==> src/rtl/wdg_pkg.sv <==
package wdg_pkg;
  localparam int DATA_W = 16;
  localparam int ADDR_W = 5;

  localparam logic [ADDR_W-1:0] OFS_CNT    = 5'h00;
  localparam logic [ADDR_W-1:0] OFS_INIT_N = 5'h01;
  localparam logic [ADDR_W-1:0] OFS_STAT_A = 5'h04;
  localparam logic [ADDR_W-1:0] OFS_STAT_B = 5'h06;
  localparam logic [ADDR_W-1:0] OFS_CTRL   = 5'h08;
  localparam logic [ADDR_W-1:0] OFS_GATE   = 5'h0C;
  localparam logic [ADDR_W-1:0] OFS_INIT_W = 5'h12;

  localparam int HALT_BIT   = 11;
  localparam int TO_BIT     = 3;
  localparam int INIT_FLOOR = 4;
endpackage

==> src/rtl/wdg_prescaler.sv <==
module wdg_prescaler #(
  parameter int TICK_CLKS = 150_000_000
) (
  input  logic clk_i,
  input  logic rst_ni,
  output logic tick_o
);
  localparam int PW = (TICK_CLKS > 1) ? $clog2(TICK_CLKS) : 1;
  localparam logic [PW-1:0] LAST = PW'(TICK_CLKS - 1);

  logic [PW-1:0] pcnt_q;

  assign tick_o = (pcnt_q == LAST);

  always_ff @(posedge clk_i or negedge rst_ni) begin
    if (!rst_ni)     pcnt_q <= '0;
    else if (tick_o) pcnt_q <= '0;
    else             pcnt_q <= pcnt_q + 1'b1;
  end

  generate
    if (TICK_CLKS > 1) begin : g_spacing
      a_r6_tick_spacing: assert property (@(posedge clk_i) disable iff (!rst_ni)
        tick_o |=> !tick_o);
    end
  endgenerate
endmodule

==> src/rtl/wdg_counter.sv <==
module wdg_counter #(
  parameter int CW = 6
) (
  input  logic          clk_i,
  input  logic          rst_ni,
  input  logic          tick_i,
  input  logic          halt_i,
  input  logic          reload_i,
  input  logic [CW-1:0] init_i,
  output logic [CW-1:0] cnt_o,
  output logic          expire_o
);
  import wdg_pkg::*;

  logic [CW-1:0] cnt_q;
  logic          step;

  assign step     = tick_i & ~halt_i & ~reload_i;
  assign expire_o = step & (cnt_q == '0);
  assign cnt_o    = cnt_q;

  always_ff @(posedge clk_i or negedge rst_ni) begin
    if (!rst_ni)       cnt_q <= CW'(INIT_FLOOR);
    else if (reload_i) cnt_q <= init_i;
    else if (expire_o) cnt_q <= init_i;
    else if (step)     cnt_q <= cnt_q - 1'b1;
  end

  a_r4_reload_loads: assert property (@(posedge clk_i) disable iff (!rst_ni)
    reload_i |=> cnt_o == $past(init_i));
  a_r5_halt_hold: assert property (@(posedge clk_i) disable iff (!rst_ni)
    (halt_i && !reload_i) |=> $stable(cnt_o));
  a_r6_dec_one: assert property (@(posedge clk_i) disable iff (!rst_ni)
    (tick_i && !halt_i && !reload_i && cnt_o != '0) |=> cnt_o == $past(cnt_o) - 1'b1);
  a_r7_expire_reload: assert property (@(posedge clk_i) disable iff (!rst_ni)
    expire_o |=> cnt_o == $past(init_i));
endmodule

==> src/rtl/wdg_status.sv <==
module wdg_status (
  input  logic       clk_i,
  input  logic       rst_ni,
  input  logic       expire_i,
  input  logic       gate_i,
  input  logic       clr_to_i,
  input  logic [1:0] clr_b_i,
  output logic       to_flag_o,
  output logic [1:0] stat_b_o,
  output logic       sys_rst_o
);
  logic       to_q;
  logic [1:0] stb_q;
  logic       rst_q;
  logic       second;
  logic       fire;

  assign second = expire_i & to_q;
  assign fire   = second & ~gate_i;

  always_ff @(posedge clk_i or negedge rst_ni) begin
    if (!rst_ni) begin
      to_q  <= 1'b0;
      stb_q <= '0;
      rst_q <= 1'b0;
    end else begin
      // event set wins over a same-cycle clear
      if (expire_i)      to_q <= 1'b1;
      else if (clr_to_i) to_q <= 1'b0;
      if (second)          stb_q[1] <= 1'b1;
      else if (clr_b_i[1]) stb_q[1] <= 1'b0;
      if (fire)            stb_q[0] <= 1'b1;
      else if (clr_b_i[0]) stb_q[0] <= 1'b0;
      rst_q <= fire;
    end
  end

  assign to_flag_o = to_q;
  assign stat_b_o  = stb_q;
  assign sys_rst_o = rst_q;

  a_r7_flag_set: assert property (@(posedge clk_i) disable iff (!rst_ni)
    expire_i |=> to_flag_o);
  a_r8_pulse_one: assert property (@(posedge clk_i) disable iff (!rst_ni)
    sys_rst_o |=> !sys_rst_o);
  a_r9_gated: assert property (@(posedge clk_i) disable iff (!rst_ni)
    gate_i |=> !sys_rst_o);
  a_r8_needs_second: assert property (@(posedge clk_i) disable iff (!rst_ni)
    sys_rst_o |-> stat_b_o[1]);
endmodule

==> src/rtl/wdg_regs.sv <==
module wdg_regs #(
  parameter bit WIDE = 1'b0,
  parameter int CW   = 6
) (
  input  logic                         clk_i,
  input  logic                         rst_ni,
  input  logic [wdg_pkg::ADDR_W-1:0]   addr_i,
  input  logic                         we_i,
  input  logic [wdg_pkg::DATA_W-1:0]   wdata_i,
  input  logic [CW-1:0]                cnt_i,
  input  logic                         to_flag_i,
  input  logic [1:0]                   stat_b_i,
  output logic [wdg_pkg::DATA_W-1:0]   rdata_o,
  output logic [CW-1:0]                init_o,
  output logic                         halt_o,
  output logic                         gate_o,
  output logic                         reload_o,
  output logic                         clr_to_o,
  output logic [1:0]                   clr_b_o
);
  import wdg_pkg::*;

  localparam int IREG_W = WIDE ? 16 : 8;
  localparam logic [ADDR_W-1:0] IREG_OFS = WIDE ? OFS_INIT_W : OFS_INIT_N;

  logic [IREG_W-1:0] ireg_q;
  logic [DATA_W-1:0] ctrl_q;
  logic              gate_q;
  logic              wr_init;
  logic              field_ok;

  assign wr_init  = we_i && (addr_i == IREG_OFS);
  assign field_ok = (wdata_i[CW-1:0] >= CW'(INIT_FLOOR));

  always_ff @(posedge clk_i or negedge rst_ni) begin
    if (!rst_ni) begin
      ireg_q <= IREG_W'(INIT_FLOOR);
      ctrl_q <= DATA_W'(1) << HALT_BIT;
      gate_q <= 1'b1;
    end else begin
      if (wr_init) begin
        ireg_q[IREG_W-1:CW] <= wdata_i[IREG_W-1:CW];
        if (field_ok) ireg_q[CW-1:0] <= wdata_i[CW-1:0];
      end
      if (we_i && addr_i == OFS_CTRL) ctrl_q <= wdata_i;
      if (we_i && addr_i == OFS_GATE) gate_q <= wdata_i[0];
    end
  end

  assign init_o   = ireg_q[CW-1:0];
  assign halt_o   = ctrl_q[HALT_BIT];
  assign gate_o   = gate_q;
  assign reload_o = we_i && (addr_i == OFS_CNT);
  assign clr_to_o = we_i && (addr_i == OFS_STAT_A) && wdata_i[TO_BIT];
  assign clr_b_o  = (we_i && addr_i == OFS_STAT_B) ? wdata_i[1:0] : 2'b00;

  always_comb begin
    rdata_o = '0;
    if (addr_i == OFS_CNT)         rdata_o = DATA_W'(cnt_i);
    else if (addr_i == IREG_OFS)   rdata_o = DATA_W'(ireg_q);
    else if (addr_i == OFS_STAT_A) rdata_o[TO_BIT] = to_flag_i;
    else if (addr_i == OFS_STAT_B) rdata_o[1:0] = stat_b_i;
    else if (addr_i == OFS_CTRL)   rdata_o = ctrl_q;
    else if (addr_i == OFS_GATE)   rdata_o[0] = gate_q;
  end

  a_r3_field_floor: assert property (@(posedge clk_i) disable iff (!rst_ni)
    init_o >= CW'(INIT_FLOOR));
  a_r3_reject_low: assert property (@(posedge clk_i) disable iff (!rst_ni)
    (wr_init && !field_ok) |=> $stable(init_o));
endmodule

==> src/rtl/wdg_timer.sv <==
module wdg_timer #(
  parameter bit WIDE      = 1'b0,
  parameter int TICK_CLKS = 150_000_000
) (
  input  logic        clk_i,
  input  logic        rst_ni,
  input  logic [4:0]  addr_i,
  input  logic        we_i,
  input  logic [15:0] wdata_i,
  output logic [15:0] rdata_o,
  output logic        timeout_o,
  output logic        sys_rst_o
);
  localparam int CW = WIDE ? 10 : 6;

  logic          tick;
  logic          halt;
  logic          gate;
  logic          reload;
  logic          expire;
  logic          clr_to;
  logic [1:0]    clr_b;
  logic [CW-1:0] init_val;
  logic [CW-1:0] cnt;
  logic          to_flag;
  logic [1:0]    stat_b;

  wdg_prescaler #(.TICK_CLKS(TICK_CLKS)) u_presc (
    .clk_i(clk_i), .rst_ni(rst_ni), .tick_o(tick)
  );

  wdg_counter #(.CW(CW)) u_cnt (
    .clk_i(clk_i), .rst_ni(rst_ni), .tick_i(tick), .halt_i(halt),
    .reload_i(reload), .init_i(init_val), .cnt_o(cnt), .expire_o(expire)
  );

  wdg_status u_stat (
    .clk_i(clk_i), .rst_ni(rst_ni), .expire_i(expire), .gate_i(gate),
    .clr_to_i(clr_to), .clr_b_i(clr_b), .to_flag_o(to_flag),
    .stat_b_o(stat_b), .sys_rst_o(sys_rst_o)
  );

  wdg_regs #(.WIDE(WIDE), .CW(CW)) u_regs (
    .clk_i(clk_i), .rst_ni(rst_ni), .addr_i(addr_i), .we_i(we_i),
    .wdata_i(wdata_i), .cnt_i(cnt), .to_flag_i(to_flag), .stat_b_i(stat_b),
    .rdata_o(rdata_o), .init_o(init_val), .halt_o(halt), .gate_o(gate),
    .reload_o(reload), .clr_to_o(clr_to), .clr_b_o(clr_b)
  );

  assign timeout_o = to_flag;

  a_r9_gate_blocks_reset: assert property (@(posedge clk_i) disable iff (!rst_ni)
    sys_rst_o |-> !$past(gate));
endmodule

==> config.mk <==
export PLATFORM = sky130hd
export DESIGN_NAME = wdg_timer
export DESIGN_NICKNAME = d
export VERILOG_FILES = /design/src/rtl/wdg_pkg.sv /design/src/rtl/wdg_prescaler.sv /design/src/rtl/wdg_counter.sv /design/src/rtl/wdg_status.sv /design/src/rtl/wdg_regs.sv /design/src/rtl/wdg_timer.sv
export SDC_FILE = /design/constraint.sdc
export NUM_CORES = 1
export LEC_CHECK = 0
export CAP_MARGIN = 20
export CELL_PAD_IN_SITES_DETAIL_PLACEMENT = 1
export CELL_PAD_IN_SITES_GLOBAL_PLACEMENT = 2
export CORE_MARGIN = 4
export CORE_UTILIZATION = 25
export CTS_CLUSTER_SIZE = 16
export DETAILED_ROUTE_END_ITERATION = 8
export GPL_ROUTABILITY_DRIVEN = 0
export HOLD_SLACK_MARGIN = 0.03
export PLACE_DENSITY = 0.63
export SYNTH_ARGS = -nofsm -noshare
export SYNTH_HDL_FRONTEND = slang
export SYNTH_HIERARCHICAL = 1
export SYNTH_SLANG_ARGS = --single-unit
==> constraint.sdc <==
create_clock -name clk_i -period 7.9 [get_ports clk_i]
set_input_delay 2.37 -clock clk_i [delete_from_list [all_inputs] [get_ports clk_i]]
set_output_delay 2.37 -clock clk_i [all_outputs]
set_load 0.02 [all_outputs]
==> results.yml <==
grt:
  grt_first_pass_wirelength_microns: 14790
  grt_overflow: 0
  grt_max_degree: 64
  gr-usage-all-layers_pct: 11.70
  grt_pass1_vias: 2780
  antenna_found_initial: 0
synth:
  netlist.area_leader.share_pct: 42.01
  synth-main-ff-cell: "dfrtp_1"
  yosysWarnings: 6
  synthTopCellsByCount: "59 x dfrtp_1, 20 x nor2_1, 19 x nand2_1"
  synth_area_leaders: "dfrtp_1 42%, mux2_4 6.4%, xnor2_1 4.0%"
  synth_cell_types: 72
  syn_area_per_cell_sq_um: 11.12
  synth_seq_cells: 63
  async_flop_share_pct: 100.0
  synth-edff-count: 0
  yosysMostFrequentCell: "dfrtp_1"
  synthesis.nets: 343
  yosysTopAreaCell: "dfrtp_1"
  yosysSeqAreaShare_pct: 45.00
  netlist_area_sq_um: 3515
  synth_cells: 316
cells_and_area:
  syn_to_final_growth_pct: 24.74
  fin_cells: 539
  diodes: 0
  seq_area_sq_um: 1582
  finalNetCount: 381
  layout-drive-gt1-share_pct: 19.22
  multi_input_area_sq_um: 1779
  fillers: 1526
cts:
  clk_latency_ps: 330
  cts-root-buf: "clkbuf_16"
  cts.sinks: 63
  cts_resized: 0
  numCtsBuffers: 9
  post_cts_buffers: 0
  path_clk_slew_ps: 50
  cts_hold_buf: 0
  htreeDepth: 3
  cts_buffer_depth: 2
  tritoncts: "done"
route:
  routed-wl-met2_microns: 4438
  ant_nets: 0
  drt-total-wl_microns: 8955
  wl_met3_microns: 323
  met1Wirelength_microns: 4077
  vias_per_cell: 4.883
  num_vias: 2632
  first_iter_violations: 122
  routed.top_layer: "met4"
  wl_per_cell_microns: 16.61
  drc: 0
  dr.pass1.iters: 4
placed_design:
  portBuffers: 41
  dp_cells: 523
  hpwl_microns: 6373
setup_path:
  cp.required_ps: 5530
  cp.arrival_ps: 4700
  start_kind: "primary input"
  cp_max_fo: 11
  crit_type: "in2out"
  reg2reg_depth: 8
  end_kind: "output port"
sta:
  worstMarginPinSlew_ps: 822.5
  finalHoldViolCount: 0
  finalCriticalPeriod_ps: 7067
  fin_tns_setup_ps: 0
  maxSlewViolCount: 0
  setup_viol: 0
  relSlewSlack_pct: 45.17
  finalClockSkew_ps: 4.166
  rsz0062_at_grt: "no"
  fmax_mhz: 141.5
  post-route-period-util_pct: 89.45
floorplanning:
  std_cell_rows: 43
  chipHeight_microns: 126.6
  dieWidth_microns: 126.6
  core_sq_um: 13830
  boundaryPins: 42
  die_area_sq_um: 16020
  start_util_pct: 25.42
power:
  leakagePower_nw: 1.829
  vdd_ir_drop_max_uv: 125.7
  power.density_nw_per_um2: 219.5
run:
  maxCapViolations: 0
worst_hold_path:
  whs_path_depth: 1
  worstHoldPathType: "reg2reg"
status:
  status: "finished clean"
[worst max-delay path, stage by stage]
cell	delay, ps
clkdlybuf4s50_1	700
or3b_4	470
mux2i_1	140
nor4_1	230
o22a_1	180
clkdlybuf4s50_1	600
[per-layer routing]
layer / vias to the layer above / GRT usage (%)
met4: 0 / 3.218
met1: 1362 / 14.46
li1: 1229 / -
met3: 9 / 3.916
met5: - / 0
met2: 32 / 19.55
[layout make-up]
cell class                      instances  area share [%]
Tap cell                              180           5.137
Multi-Input combinational cell        228           40.58
Timing Repair Buffer                   43           9.589
Clock inverter                          2           1.370
Clock buffer                           14           6.478
Inverter                                9          0.7705
Sequential cell                        63           36.07
[state kept, by name, indices dropped and copies added (netlist names)]
register,count
u_presc/pcnt_q,28
u_regs/ctrl_q,16
u_regs/ireg_q,8
u_cnt/cnt_o,6
u_stat/stat_b_o,2
u_regs/gate_o,1
u_stat/sys_rst_o,1
u_stat/to_flag_o,1
[stage by stage]
| step | setup slack (ps) | power [mW] | hold slack [ps] | utilization, % | area [sq um] |
|---|---|---|---|---|---|
| floorplan | 2008 | 0.4760 | 438.2 | - | 3515 |
| global placement | 837.0 | 0.5145 | 464.2 | 29.22 | 4040 |
| detailed placement | 854.2 | 0.5177 | 481.2 | 29.22 | 4040 |
| CTS | 841.9 | 0.9816 | 488.6 | 31.71 | 4384 |
| global route | 642.9 | 1.011 | 518.6 | 31.71 | 4384 |
| finish | 833.2 | 0.9623 | 482.4 | 31.71 | 4384 |
[cells in the final DEF, fill, tap and decap left out, types with 3 or more instances in the layout]
cell type / netlist / layout
and3_1: 6 / 6
nor4_1: 4 / 4
a21oi_1: 7 / 7
o21ai_0: 5 / 5
clkbuf_8: 0 / 4
dfrtp_1: 59 / 59
nor4b_1: 3 / 3
clkbuf_16: 0 / 9
ha_1: 3 / 3
nor3_1: 6 / 6
nand2_1: 19 / 19
clkdlybuf4s50_1: 0 / 40
o31ai_1: 3 / 3
mux2_2: 10 / 10
and4_1: 4 / 4
inv_1: 9 / 9
mux2_4: 15 / 15
nor2_1: 20 / 20
or4_1: 4 / 4
xnor2_1: 16 / 16
o22a_1: 3 / 3
and2_1: 13 / 13
xor2_1: 5 / 5
a22oi_1: 3 / 3
nand3_1: 14 / 14
nand2b_1: 3 / 3
dfstp_2: 4 / 4
nand4_1: 9 / 9
[cells by family (layout without fill, tap and decap cells)]
family / Yosys count / count (layout) / synth area share (%)
AOI/OAI and AO/OA: 43 / 43 / 9.577
xor gates and xnor gates: 21 / 21 / 5.233
adders and majority gates: 3 / 3 / 1.068
buffers and inverters: 25 / 68 / 4.379
DFF: 63 / 63 / 45.00
muxes: 27 / 27 / 10.18
and+or+nand+nor: 134 / 134 / 24.56
[final timing paths]
kind                                        start                 end  slack, ps
max in group asynchronous                  rst_ni   u_presc/pcnt_q[0]       5140
worst max-delay path                    addr_i[0]          rdata_o[3]        830
min in group asynchronous                  rst_ni  u_stat/stat_b_o[0]       2220
worst min register to register  u_presc/pcnt_q[0]   u_presc/pcnt_q[0]        480
worst max register to register  u_presc/pcnt_q[9]  u_stat/stat_b_o[0]       5390
worst min-delay path            u_presc/pcnt_q[0]   u_presc/pcnt_q[0]        480
[report_power, final]
group / total [mW] / switching, mW / internal, mW / leakage [nW]
Combinational: 0.121 / 0.0541 / 0.0673 / 0.852
Clock: 0.450 / 0.139 / 0.311 / 0.169
Sequential: 0.391 / 0.0315 / 0.359 / 0.808
Total: 0.962 / 0.225 / 0.737 / 1.83
Power figures use the tool's default switching activity.
